--- src/rtl/opm_pkg.sv ---
// Package: shared types and codes for the operating mode controller.
// Assumes an 8-bit control register with a 3-bit source select field.
package opm_pkg;

    localparam int REG_W = 8;
    localparam int SEL_W = 3;
    localparam int MODE_W = 3;

    localparam logic [MODE_W-1:0] MODE_NORMAL = 3'd0;
    localparam logic [MODE_W-1:0] MODE_SLOW   = 3'd1;
    localparam logic [MODE_W-1:0] MODE_SLEEP0 = 3'd2;
    localparam logic [MODE_W-1:0] MODE_SLEEP1 = 3'd3;
    localparam logic [MODE_W-1:0] MODE_IDLE0  = 3'd4;
    localparam logic [MODE_W-1:0] MODE_IDLE1  = 3'd5;
    localparam logic [MODE_W-1:0] MODE_WAKE   = 3'd6;

    typedef enum logic [2:0] {
        ST_RUN,
        ST_SLEEP0,
        ST_SLEEP1,
        ST_IDLE0,
        ST_IDLE1,
        ST_WAKE
    } opm_state_t;

    typedef struct packed {
        logic [SEL_W-1:0] sel;
        logic             keep_clk;
        logic             idle_en;
        logic             hl_sel;
    } opm_ctrl_t;

endpackage

--- src/rtl/opm_regs.sv ---
// Control register: holds the source select, idle-enable, keep-clock and
// fast-select bits. Writes land only while the FSM allows them.
// Read layout: [7:5] select, [4] slow stable, [3] zero, [2] keep, [1] idle, [0] fast.
module opm_regs
    import opm_pkg::*;
(
    input  logic             clk,
    input  logic             rst_n,
    input  logic             wr,
    input  logic             wr_allow,
    input  logic [REG_W-1:0] wdata,
    input  logic             slow_stable,
    output opm_ctrl_t        ctrl,
    output logic [REG_W-1:0] rdata
);

    // Capture permitted writes; reset selects the undivided fast clock.
    always_ff @(posedge clk) begin
        if (!rst_n) begin
            ctrl <= '{sel: '0, keep_clk: 1'b0, idle_en: 1'b0, hl_sel: 1'b1};
        end else if (wr && wr_allow) begin
            ctrl.sel      <= wdata[7:5];
            ctrl.keep_clk <= wdata[2];
            ctrl.idle_en  <= wdata[1];
            ctrl.hl_sel   <= wdata[0];
        end
    end

    // Assemble the read view including the live stability status.
    always_comb begin
        rdata = {ctrl.sel, slow_stable, 1'b0, ctrl.keep_clk, ctrl.idle_en, ctrl.hl_sel};
    end

endmodule

--- src/rtl/opm_divider.sv ---
// Fast clock divider: a free counter of fast ticks yields the divided
// system tick and the two peripheral taps. Counts only while 'run' is high.
module opm_divider
    import opm_pkg::*;
#(
    parameter int TAP_LO_LOG = 4,
    parameter int TAP_HI_LOG = 6
) (
    input  logic             clk,
    input  logic             rst_n,
    input  logic             run,
    input  logic             fast_tick,
    input  logic [SEL_W-1:0] sel,
    output logic             div_tick,
    output logic             tap_lo,
    output logic             tap_hi
);

    localparam int CNT_W = TAP_HI_LOG;

    logic [CNT_W-1:0] cnt;
    logic [CNT_W-1:0] mask;
    logic [SEL_W-1:0] expo;
    logic             tick;

    assign tick = run && fast_tick;

    // Advance the tick counter on every live fast tick.
    always_ff @(posedge clk) begin
        if (!rst_n) begin
            cnt <= '0;
        end else if (tick) begin
            cnt <= cnt + 1'b1;
        end
    end

    // Derive the low-bit mask for the selected division ratio.
    always_comb begin
        expo = sel - 1'b1;
        mask = ({{(CNT_W-1){1'b0}}, 1'b1} << expo) - 1'b1;
    end

    // Fire the divided tick and taps when their counter bits are all ones.
    always_comb begin
        div_tick = tick && ((cnt & mask) == mask);
        tap_lo   = tick && (&cnt[TAP_LO_LOG-1:0]);
        tap_hi   = tick && (&cnt[TAP_HI_LOG-1:0]);
    end

endmodule

--- src/rtl/opm_fsm.sv ---
// Mode sequencer: tracks the running source (fast or slow), performs
// stability-gated source changes, and walks HALT / wake-up transitions.
module opm_fsm
    import opm_pkg::*;
(
    input  logic       clk,
    input  logic       rst_n,
    input  opm_ctrl_t  ctrl,
    input  logic       halt,
    input  logic       wake,
    input  logic       wdt_en,
    input  logic       lvd_en,
    input  logic       fast_stable,
    input  logic       slow_stable,
    output opm_state_t state,
    output logic       cur_slow,
    output logic       want_slow
);

    opm_state_t halt_target;
    logic       ready;

    // Decode the requested source from the control bits.
    always_comb begin
        want_slow = !ctrl.hl_sel && (ctrl.sel[SEL_W-1:1] == '0);
    end

    // Pick the low-power mode a HALT would enter.
    always_comb begin
        if (ctrl.idle_en) begin
            halt_target = ctrl.keep_clk ? ST_IDLE1 : ST_IDLE0;
        end else begin
            halt_target = (wdt_en || lvd_en) ? ST_SLEEP1 : ST_SLEEP0;
        end
    end

    // The oscillator needed by the running source is stable.
    always_comb begin
        ready = cur_slow ? slow_stable : fast_stable;
    end

    // State and running-source register updates.
    always_ff @(posedge clk) begin
        if (!rst_n) begin
            state    <= ST_RUN;
            cur_slow <= 1'b0;
        end else begin
            unique case (state)
                ST_RUN: begin
                    if (halt) begin
                        state <= halt_target;
                    end else if (want_slow && !cur_slow && slow_stable) begin
                        cur_slow <= 1'b1;
                    end else if (!want_slow && cur_slow && fast_stable) begin
                        cur_slow <= 1'b0;
                    end
                end
                ST_SLEEP0, ST_SLEEP1, ST_IDLE0, ST_IDLE1: begin
                    if (wake) begin
                        state <= ST_WAKE;
                    end
                end
                ST_WAKE: begin
                    if (ready) begin
                        state <= ST_RUN;
                    end
                end
                default: state <= ST_RUN;
            endcase
        end
    end

endmodule

--- src/rtl/opmode_clkctl.sv ---
// Top: operating mode and clock controller. Combines the control register,
// fast divider and mode sequencer, and produces the clock enables,
// oscillator enables and the mode code. Ticks are single-cycle enables.
module opmode_clkctl
    import opm_pkg::*;
#(
    parameter int TAP_LO_LOG = 4,
    parameter int TAP_HI_LOG = 6
) (
    input  logic              clk,
    input  logic              rst_n,
    input  logic              fast_tick,
    input  logic              slow_tick,
    input  logic              fast_stable,
    input  logic              slow_stable,
    input  logic              halt,
    input  logic              wake,
    input  logic              wdt_en,
    input  logic              lvd_en,
    input  logic              reg_wr,
    input  logic [REG_W-1:0]  reg_wdata,
    output logic [REG_W-1:0]  reg_rdata,
    output logic [MODE_W-1:0] mode,
    output logic              sys_ce,
    output logic              cpu_ce,
    output logic              fast_osc_en,
    output logic              slow_osc_en,
    output logic              tap_lo_ce,
    output logic              tap_hi_ce
);

    opm_ctrl_t  ctrl;
    opm_state_t state;
    logic       cur_slow;
    logic       want_slow;
    logic       div_tick;
    logic       src_tick;
    logic       fast_alive;

    opm_regs u_regs (
        .clk         (clk),
        .rst_n       (rst_n),
        .wr          (reg_wr),
        .wr_allow    (state == ST_RUN),
        .wdata       (reg_wdata),
        .slow_stable (slow_stable),
        .ctrl        (ctrl),
        .rdata       (reg_rdata)
    );

    opm_fsm u_fsm (
        .clk         (clk),
        .rst_n       (rst_n),
        .ctrl        (ctrl),
        .halt        (halt),
        .wake        (wake),
        .wdt_en      (wdt_en),
        .lvd_en      (lvd_en),
        .fast_stable (fast_stable),
        .slow_stable (slow_stable),
        .state       (state),
        .cur_slow    (cur_slow),
        .want_slow   (want_slow)
    );

    opm_divider #(
        .TAP_LO_LOG (TAP_LO_LOG),
        .TAP_HI_LOG (TAP_HI_LOG)
    ) u_div (
        .clk       (clk),
        .rst_n     (rst_n),
        .run       (fast_alive),
        .fast_tick (fast_tick),
        .sel       (ctrl.sel),
        .div_tick  (div_tick),
        .tap_lo    (tap_lo_ce),
        .tap_hi    (tap_hi_ce)
    );

    // Fast oscillator runs in run/IDLE1/wake unless the slow clock is the settled choice.
    always_comb begin
        fast_alive = ((state == ST_RUN) || (state == ST_IDLE1) || (state == ST_WAKE))
                     && (!cur_slow || !want_slow);
        fast_osc_en = fast_alive;
        slow_osc_en = (state != ST_SLEEP0);
    end

    // Select the tick of the source currently driving the system.
    always_comb begin
        if (cur_slow) begin
            src_tick = slow_tick;
        end else if (ctrl.hl_sel || want_slow) begin
            src_tick = fast_tick;
        end else begin
            src_tick = div_tick;
        end
    end

    // Gate the system and core enables by state.
    always_comb begin
        sys_ce = ((state == ST_RUN) || (state == ST_IDLE1)) && src_tick;
        cpu_ce = (state == ST_RUN) && src_tick;
    end

    // Map the internal state to the reported mode code.
    always_comb begin
        unique case (state)
            ST_RUN:    mode = cur_slow ? MODE_SLOW : MODE_NORMAL;
            ST_SLEEP0: mode = MODE_SLEEP0;
            ST_SLEEP1: mode = MODE_SLEEP1;
            ST_IDLE0:  mode = MODE_IDLE0;
            ST_IDLE1:  mode = MODE_IDLE1;
            default:   mode = MODE_WAKE;
        endcase
    end

endmodule

--- config.mk ---
export PLATFORM = sky130hd
export DESIGN_NAME = opmode_clkctl
export DESIGN_NICKNAME = d
export VERILOG_FILES = /design/src/rtl/opm_pkg.sv /design/src/rtl/opm_regs.sv /design/src/rtl/opm_divider.sv /design/src/rtl/opm_fsm.sv /design/src/rtl/opmode_clkctl.sv
export SDC_FILE = /design/constraint.sdc
export NUM_CORES = 1
export LEC_CHECK = 0
export CELL_PAD_IN_SITES_DETAIL_PLACEMENT = 1
export CELL_PAD_IN_SITES_GLOBAL_PLACEMENT = 2
export CORE_MARGIN = 5
export CORE_UTILIZATION = 33
export DETAILED_ROUTE_END_ITERATION = 12
export DONT_BUFFER_PORTS = 1
export GPL_ROUTABILITY_DRIVEN = 0
export PLACE_DENSITY = 0.82
export SLEW_MARGIN = 20
export SYNTH_ARGS = -nofsm -noshare
export SYNTH_HDL_FRONTEND = slang
export SYNTH_HIERARCHICAL = 1
export SYNTH_SLANG_ARGS = --single-unit
--- constraint.sdc ---
create_clock -name clk -period 2.3 [get_ports clk]
set_input_delay 0.345 -clock clk [delete_from_list [all_inputs] [get_ports clk]]
set_output_delay 0.345 -clock clk [all_outputs]
set_load 0.02 [all_outputs]
==> metrics.csv, run 1 <==
metric,value,unit
status,"finished, violations left",
failing checks,negative setup slack,
YS warnings,6,
largest family of logic cells by synthesized area,simple AND/OR/NAND/NOR gates,
Leak,0.464,nW
Routed Antenna Nets,0,
reg2reg end,u_div/cnt[4]$_SDFFE_PN0P_,
DRC errors left,0,
Buf/Inv on CP,1,
Clk pwr share,12.2,%
Mapped Avg Cell Area,7.73,um^2
Overall Power,1.52,mW
DP Worst Slack,0.156,ns
PwrDens,1250,mW/mm^2
worst-case clock buffer depth,2,
simple-gate share of the synthesized area,31.7,%
vias per cell,5.35,
Slew Limit Fails,0,
Mapped Cells,132,
core area,0.00300,mm^2
hold_sp,rst_n,
Initial Utilization,34.0,%
Worst Hold Depth,1,
final WL,2.67,mm
XOR/XNOR Fraction of Synth Area,4.29,%
overall routing resource usage,12.8,%
Post-DP HPWL,1.99,mm
clock root buffer,clkbuf_4,
post-route setup slack,-0.00844,ns
Crit path largest cell delay,0.38,ns
Cells after DPL,166,
Num CTS Buffers,3,
die height,65.6,um
logic gate share of total power,59.1,%
min cycle time layout,2.31,ns
final setup TNS,-0.00844,ns
Clock transition at path regs,0.09,ns
DR vias,925,
mux contribution to synthesized area,3.92,%
top cell type's share of synthesized area,31.4,%
fin nets,161,
synthesized net count,152,
Clock Skew,0.00523,ns
leading area contributor after synthesis,dfxtp_1,
vias in the first global route,931,
# diodes,0,
Rel. slew slack,53.0,%
largest net degree at the start of global routing,25,
worst path cell trace,o21ai_0 > nand2_2 > a21oi_2 > and4_1 > inv_2 > o311a_4 > nor3_4,
Worst EP arrival,1.96,ns
Net Switching,694,uW
fin crit share,100,%
Chip Width,65.6,um
clock latency on the worst-skew pair,0.28,ns
PortBufs,0,
H-Tree Level Count,1,
TritonRoute pass-1 iters,4,
unrepaired setup endpoints after global routing,true,
worst reg-to-reg path cell count,8,
Synth area leaders,"dfxtp_1, nand2_1, o21ai_0",
Routed WL per cell,15.4,um
Cell Rows,20,
Post-synth EDFFs,0,
Flop pwr share,28.7,%
synthesized flop and latch total,16,
"Seq/Total Area, Yosys",31.4,%
FMAX,433,MHz
CTS tree,done,
fillers,362,
worst vdd ir,0.445,mV
maxcap violations,0,
Min-Delay Endpoint,u_regs/ctrl[0]$_SDFFE_PN1P_,
fraction of registers with async set/reset,0,%
ys flop type,dfxtp_1,
Sink Count,16,
grt ovf,0,
final core utilization,40.4,%
CP top delay family,compound AO/OA/AOI/OAI gates,
Slew @ Worst Pin,0.700,ns
critical path launch point type,register,
Mapped Area,0.00102,mm^2
non-filler instance count after layout,173,
kind of critical path,reg2out,
Ports,36,
Compound-Gate Fraction of Synth Area,18.8,%
layout cells sized above 1,30.0,%
P&R area growth vs syn,18.7,%
global-route wire length before repair,4.33,mm
die area,0.00431,mm^2
Worst EP required,1.96,ns
"Distinct cells, synth",35,
drt first-iter violations,12,
sw frac,45.7,%
Setup crit end kind,output pin,
Internal,823,uW
CP max stage cell,dfxtp_4,
initial antenna violation count,0,
worst r2r src,u_regs/ctrl[5]$_SDFFE_PN0P_,
Adder-Cell Fraction of Synth Area,1.23,%
CP Max Fanout,7,
final hold vios,0,
Hold WC Path Type,in2reg,
R2R Setup Slk,0.65,ns
final setup vio count,1,
metal layers:
layer / track usage, % / up-vias / part of all wire, %
met5: 0 / - / 0
met2: 20.4 / 21 / 47
li1: - / 480 / -
met3: 4.27 / 2 / 4.5
met1: 16.8 / 422 / 48
met4: 2.33 / 0 / 0.79
how the worst max path moves through the flow:
stage | slack (ns) | startpoint | end | depth (start not counted)
2_1_floorplan | 0.05 | u_fsm/state[1]$_SDFFE_PN0P_ | cpu_ce | 7
3_3_place_gp | 0.17 | u_regs/ctrl[4]$_SDFFE_PN0P_ | cpu_ce | 7
3_5_place_dp | 0.16 | u_regs/ctrl[4]$_SDFFE_PN0P_ | cpu_ce | 7
4_1_cts | -0.05 | u_regs/ctrl[4]$_SDFFE_PN0P_ | cpu_ce | 7
5_1_grt | -0.15 | u_regs/ctrl[4]$_SDFFE_PN0P_ | cpu_ce | 7
6_report | -0.008 | u_regs/ctrl[4]$_SDFFE_PN0P_ | cpu_ce | 7
per-stage QoR:
step / instance area, um^2 / hold slack, ns
floorplan: 1060 / 0.467
global placement: 1110 / 0.446
detailed placement: 1110 / 0.446
CTS: 1180 / 0.145
global route: 1210 / 0.133
finish: 1210 / 0.158
logic make-up (layout without fill, tap and decap cells):
group           Yosys count  after routing
xor+xnor                  5              5
buf+inv                  14             22
compound gates           29             29
simple gates             62             62
fa+ha+maj                 1              1
other cells               1              1
flops                    16             16
mux                       4              4
final cells by class:
type / instances / area [um^2] / area share [%]
clock buffers: 4 / 36.3 / 2.99
flip-flops and latches: 16 / 332 / 27.3
repair buffers: 14 / 109 / 8.98
well taps: 33 / 41.3 / 3.41
inverters: 4 / 15.0 / 1.24
multi-input cells: 102 / 679 / 56.0
worst register-to-register path, cell delays in order, from the launching register on:
cell and delay (ns):
dfxtp_4 0.38, nor3_4 0.23, a211oi_4 0.09, buf_4 0.17, nand2_1 0.16, nor2_1 0.08, buf_4 0.16, xor2_1 0.14
and2_1 0.15
sequential cells by signal, indices dropped and copies added, names as in the netlist:
name            flops
u_fsm/cur_slow      1
u_div/cnt           6
u_regs/ctrl         6
u_fsm/state         3
cell usage after synthesis, types with 3 or more instances:
master	number
inv_1	4
o21ai_0	13
nand4_1	6
mux2i_1	4
nand2_1	19
a21oi_1	6
nor2_1	5
and2_1	6
nor3_1	5
nand3_1	7
xnor2_1	3
buf_4	8
dfxtp_1	16
repair_timing:
action                                  in CTS  in global routing
resized for setup                            4                  7
hold buffers                                 0                  0
setup buffers                                2                  1
pin swaps                                    2                  4
endpoints found under the setup margin       2                  2
cells in the final DEF (no fill, tap or decap), drive strengths merged:
cell | netlist | final
nand2 | 19 | 19
dfxtp | 16 | 16
buf | 10 | 14
o21ai | 13 | 13
nand3 | 7 | 7
and2 | 7 | 7
nor2 | 7 | 7
nand4 | 6 | 6
nor3 | 6 | 6
a21oi | 6 | 6
mux2i | 4 | 4
inv | 4 | 4
clkbuf | 0 | 4
xnor2 | 3 | 3
nand2b | 2 | 2
o211ai | 2 | 2
xor2 | 2 | 2
nor2b | 2 | 2
a211oi | 2 | 2
a21o | 2 | 2
or3 | 2 | 2
o311a | 1 | 1
and2b | 1 | 1
and4 | 1 | 1
and3 | 1 | 1
a21boi | 1 | 1
ha | 1 | 1
o311ai | 1 | 1
o32ai | 1 | 1
nor4 | 1 | 1
conb | 1 | 1
power groups by stage:
| stage | logic [mW] | registers (mW) | clock network [mW] |
|---|---|---|---|
| final | 0.896 | 0.436 | 0.185 |
| after global routing | 0.983 | 0.450 | 0.202 |
| after CTS | 0.873 | 0.435 | 0.194 |
| after detailed placement | 0.843 | 0.437 | 0 |
| after global placement | 0.821 | 0.431 | 0 |
| after floorplan | 0.646 | 0.451 | 0 |
Note: power is estimated with default switching activity, not from simulation.
==> run 2, diff against run 1 <==
CELL_PAD_IN_SITES_DETAIL_PLACEMENT = default   (was 1)
CELL_PAD_IN_SITES_GLOBAL_PLACEMENT = default   (was 2)
CORE_UTILIZATION = 61   (was 33)
PLACE_DENSITY = 0.83   (was 0.82)
TNS_END_PERCENT = 100   (was default)
==> run 2 against run 1 <==
Net effect:
- the flow still finishes with violations (negative setup slack)
- register-to-register slack worse by 0.04 ns
- die area down 40%
- count of clock-buffer cells in the layout unchanged
- critical path type unchanged
- final cell count down 10%
==> metrics.csv, run 2 (synthesized netlist as in run 1, its figures left out) <==
metric,value,unit
overall routing resource usage,19.6,%
worst vdd ir,0.832,mV
Routed WL per cell,16.0,um
"commonest non-fill, non-tap cell in the layout",nand2_1,
Post-DP HPWL,1.78,mm
failing checks,negative setup slack,
fillers,114,
critical path launch point type,register,
Slew @ Worst Pin,0.648,ns
"Top cell by count, worst path",nor3_4,
hold_buf cts,0,
P&R area growth vs syn,15.0,%
H-Tree Level Count,1,
grt ovf,0,
CP Max Fanout,7,
Clock transition at path regs,0.09,ns
TritonRoute pass-1 iters,4,
Slew Limit Fails,0,
Hold WC Path Type,in2reg,
most frequent cells in the layout,"nand2_1, o21ai_0, buf_4",
status,"finished, violations left",
Largest regs,"u_div/cnt x6, u_regs/ctrl x6, u_fsm/state x3",
clock root buffer,clkbuf_4,
CP max stage cell,dfxtp_4,
maxcap violations,0,
worst path cell trace,nor3_4 > a211oi_4 > and2_4 > and4_1 > inv_1 > o311a_4 > nor3_4,
Sink Count,16,
kind of critical path,reg2out,
fin crit share,103,%
CP top delay family,simple AND/OR/NAND/NOR gates,
clock latency on the worst-skew pair,0.30,ns
vias in the first global route,932,
unrepaired setup endpoints after global routing,true,
die height,50.9,um
global-route wire length before repair,3.94,mm
Clock Skew,0.00687,ns
Setup crit end kind,output pin,
Multi-input gate area,669,um^2
Routed Antenna Nets,0,
vias per cell,6.32,
worst-case clock buffer depth,2,
final WL,2.48,mm
Worst EP required,1.96,ns
PortBufs,0,
Leak,0.459,nW
final core utilization,76.1,%
DRC errors left,0,
Buf/Inv on CP,1,
Cell Rows,14,
Rel. slew slack,56.3,%
largest net degree at the start of global routing,25,
drt first-iter violations,17,
Fin Hold WS,0.135,ns
fin nets,160,
PwrDens,1300,mW/mm^2
Ports,36,
final setup vio count,2,
layout cells sized above 1,25.9,%
final hold vios,0,
die area,0.00259,mm^2
min cycle time layout,2.38,ns
DR vias,980,
# diodes,0,
post-route setup slack,-0.0783,ns
Num CTS Buffers,3,
register area,332,um^2
core area,0.00154,mm^2
Worst EP arrival,2.03,ns
FMAX,420,MHz
initial antenna violation count,0,
Crit path largest cell delay,0.43,ns
CTS tree,done,
Chip Width,50.9,um
Initial Utilization,66.2,%
-- run 2: changes by cell type in the layout (fill, tap and decap cells not counted) --
| cell | before | now |
|---|---|---|
| nand2_2 | 1 | 0 |
| inv_2 | 1 | 0 |
| or3_4 | 1 | 0 |
| buf_4 | 13 | 12 |
| nand2_1 | 18 | 19 |
| o21ai_0 | 13 | 12 |
| nor2_4 | 0 | 1 |
| o21ai_1 | 0 | 1 |
| nor2_2 | 3 | 2 |
| a21oi_2 | 2 | 0 |
| a21oi_1 | 4 | 6 |
| inv_1 | 3 | 4 |
| or3_1 | 1 | 2 |
-- run 2: final cells by class --
class / count / area share (%)
Timing Repair Buffer: 13 / 8.64
Multi-Input combinational cell: 102 / 57.0
Sequential cell: 16 / 28.3
Clock buffer: 4 / 3.09
Tap cell: 16 / 1.71
Inverter: 4 / 1.28
-- run 2: metrics by stage --
| stage | instances | setup TNS [ns] | total power [mW] | instance area [um^2] | setup slack [ns] |
|---|---|---|---|---|---|
| after floorplan | 132 | 0 | 1.10 | 1060 | 0.0503 |
| after global placement | 148 | 0 | 1.25 | 1080 | 0.119 |
| after detailed placement | 148 | 0 | 1.28 | 1080 | 0.0939 |
| after CTS | 154 | -0.0950 | 1.52 | 1160 | -0.0950 |
| after global routing | 155 | -0.357 | 1.63 | 1170 | -0.183 |
| final | 155 | -0.154 | 1.53 | 1170 | -0.0783 |
-- run 2: path summary, 6_finish.rpt --
| check | start | to | slack, ns | cells past startpoint |
|---|---|---|---|---|
| worst min register to register | u_div/cnt[1]$_SDFFE_PN0P_ | u_div/cnt[1]$_SDFFE_PN0P_ | 0.54 | 2 |
| worst max-delay path | u_regs/ctrl[4]$_SDFFE_PN0P_ | cpu_ce | -0.08 | 7 |
| worst max register to register | u_regs/ctrl[4]$_SDFFE_PN0P_ | u_div/cnt[4]$_SDFFE_PN0P_ | 0.61 | 8 |
| worst min-delay path | rst_n | u_regs/ctrl[0]$_SDFFE_PN1P_ | 0.13 | 1 |
-- run 2: what timing repair did --
action                     in CTS  in global routing
resized for setup              11                  1
setup buffers                   2                  1
pin swaps                       7                  4
setup endpoints to repair       2                  2
-- run 2: layer usage --
metal / track usage [%] / routed length (um) / up-vias
met2: 35.5 / 1330 / 24
met1: 19.8 / 969 / 474
li1: - / - / 475
met3: 6.69 / 138 / 7
met5: 0 / 0 / -
met4: 8.94 / 51 / 0
-- run 2: power breakdown --
group | total, mW | internal [mW] | switching, mW
Clock | 0.189 | 0.0967 | 0.0919
Sequential | 0.448 | 0.348 | 0.0999
Combinational | 0.893 | 0.378 | 0.515
==> run 3, diff against run 2 <==
ABC_CLOCK_PERIOD_IN_PS = 2300   (was default)
BUFFER_PORTS_ARGS = -buffer_cell sky130_fd_sc_hd__buf_4   (was default)
CORE_UTILIZATION = 48   (was 61)
DONT_BUFFER_PORTS = default   (was 1)
PLACE_DENSITY = 0.77   (was 0.83)
==> run 3 against run 2 <==
Net effect:
- the run still ends with negative setup slack left
- worst hold slack gained 0.16 ns
- cell area rose by 15%
- clock power down 23%
- fmax up 1.0%
- sequential power down 5.8%
- utilization is 8.6 points lower
- largest power group unchanged
- highest routed layer unchanged
==> metrics.csv, run 3 (synthesized netlist as in run 1, its figures left out) <==
metric,value,unit
PortBufs,32,
worst vdd ir,0.677,mV
final hold vios,0,
CP Max Fanout,8,
post-route design area,0.00135,mm^2
largest net degree at the start of global routing,25,
clock root buffer,clkbuf_4,
H-Tree Level Count,1,
die height,56.1,um
core area,0.00200,mm^2
Crit path depth,8,
kind of critical path,reg2out,
clock latency on the worst-skew pair,0.28,ns
worst path cell trace,nor3_2 > a211oi_4 > and2_4 > and4_1 > inv_1 > o311a_1 > nor3_4 > buf_6,
P&R area growth vs syn,32.5,%
Slew @ Worst Pin,0.653,ns
# diodes,0,
Buf/Inv on CP,2,
status,"finished, violations left",
Routed WL per cell,13.0,um
layout cells sized above 1,36.0,%
Crit path largest cell delay,0.40,ns
post-route setup slack,-0.0536,ns
PwrDens,1160,mW/mm^2
drt first-iter violations,15,
DRC errors left,0,
hold_sp,reg_wdata[5],
Num CTS Buffers,3,
Rel. slew slack,56.1,%
worst r2r src,u_fsm/state[1]$_SDFFE_PN0P_,
critical path launch point type,register,
Clock Skew,0.000720,ns
final setup vio count,2,
Worst EP required,1.96,ns
DR vias,1022,
min cycle time layout,2.35,ns
Multi-input gate area,647,um^2
grt ovf,0,
Slew Limit Fails,0,
CTS tree,done,
register area,330,um^2
Overall Power,1.56,mW
Largest regs,"u_div/cnt x6, u_regs/ctrl x6, u_fsm/state x3",
unrepaired setup endpoints after global routing,true,
reg2reg end,u_regs/ctrl[0]$_SDFFE_PN1P_,
most frequent cells in the layout,"buf_4, nand2_1, o21ai_0",
Sink Count,16,
Clock transition at path regs,0.09,ns
final WL,2.48,mm
fin nets,186,
worst reg-to-reg path cell count,4,
CP top delay family,simple AND/OR/NAND/NOR gates,
Worst Hold Depth,3,
Cell Rows,16,
failing checks,negative setup slack,
Hold WC Path Type,in2reg,
R2R Setup Slk,0.71,ns
DP Worst Slack,0.0943,ns
TritonRoute pass-1 iters,4,
Chip Width,56.1,um
die area,0.00315,mm^2
maxcap violations,0,
Post-DP HPWL,1.77,mm
fin crit share,102,%
CP max stage cell,dfxtp_4,
vias per cell,5.35,
FMAX,425,MHz
Setup crit end kind,output pin,
worst-case clock buffer depth,2,
overall routing resource usage,16.1,%
"commonest non-fill, non-tap cell in the layout",buf_4,
Leak,0.580,nW
vias in the first global route,964,
initial antenna violation count,0,
final core utilization,67.6,%
Routed Antenna Nets,0,
fillers,175,
Fin Hold WS,0.293,ns
Post-DP Area,0.00129,mm^2
Worst EP arrival,2.01,ns
global-route wire length before repair,4.13,mm
Min-Delay Endpoint,u_regs/ctrl[3]$_SDFFE_PN0P_,
Ports,36,
Initial Utilization,51.0,%
==> run 3: area by class of cell <==
| class | count | share of cell area (%) |
|---|---|---|
| clock buffer | 3 | 1.67 |
| inverter | 4 | 1.11 |
| multi-input combinational | 102 | 47.8 |
| sequential | 16 | 24.4 |
| tap | 27 | 2.50 |
| timing repair buffer | 39 | 22.5 |
==> run 3: timing repair <==
action,in CTS,in global routing
endpoints found under the setup margin,2,2
setup buffers,3,0
pin swaps,6,2
hold endpoints to repair,0,0
hold buffers,0,0
gates resized for setup,5,0
==> run 3: worst max path at each step <==
stage | from | to | slack, ns
after global routing | u_regs/ctrl[4]$_SDFFE_PN0P_ | cpu_ce | -0.19
after global placement | u_regs/ctrl[4]$_SDFFE_PN0P_ | cpu_ce | 0.13
after floorplan | u_fsm/state[1]$_SDFFE_PN0P_ | cpu_ce | 0.05
final | u_regs/ctrl[5]$_SDFFE_PN0P_ | cpu_ce | -0.05
after CTS | u_regs/ctrl[4]$_SDFFE_PN0P_ | cpu_ce | -0.11
after detailed placement | u_regs/ctrl[4]$_SDFFE_PN0P_ | cpu_ce | 0.09
==> run 3: worst register-to-register path: cells and delay by family (launching register included) <==
kind / cells / cell delay [ns]
AOI/OAI and AO/OA: 1 / 0.08
buffers and inverters: 1 / 0.19
DFF: 1 / 0.34
and+or+nand+nor: 2 / 0.87
==> run 3: layer usage <==
layer  routed length (um)  vias up  global-route usage (%)
met5                    0        -                       0
met4                   12        0                    5.42
met3                  178        2                    4.87
met2                 1130       36                    25.7
met1                 1160      457                    20.4
li1                     -      527                       -
==> run 3: metrics by stage <==
stage / setup TNS (ns) / std cells
5_1_grt: -0.340 / 191
6_report: -0.0920 / 191
3_5_place_dp: 0 / 185
4_1_cts: -0.192 / 191
3_3_place_gp: 0 / 185
2_1_floorplan: 0 / 132
==> run 3: where the power goes <==
part           total [mW]  switching [mW]  internal (mW)
clock               0.146          0.0850         0.0607
combinational       0.996           0.544          0.451
sequential          0.422          0.0747          0.347
total                1.56           0.704          0.859
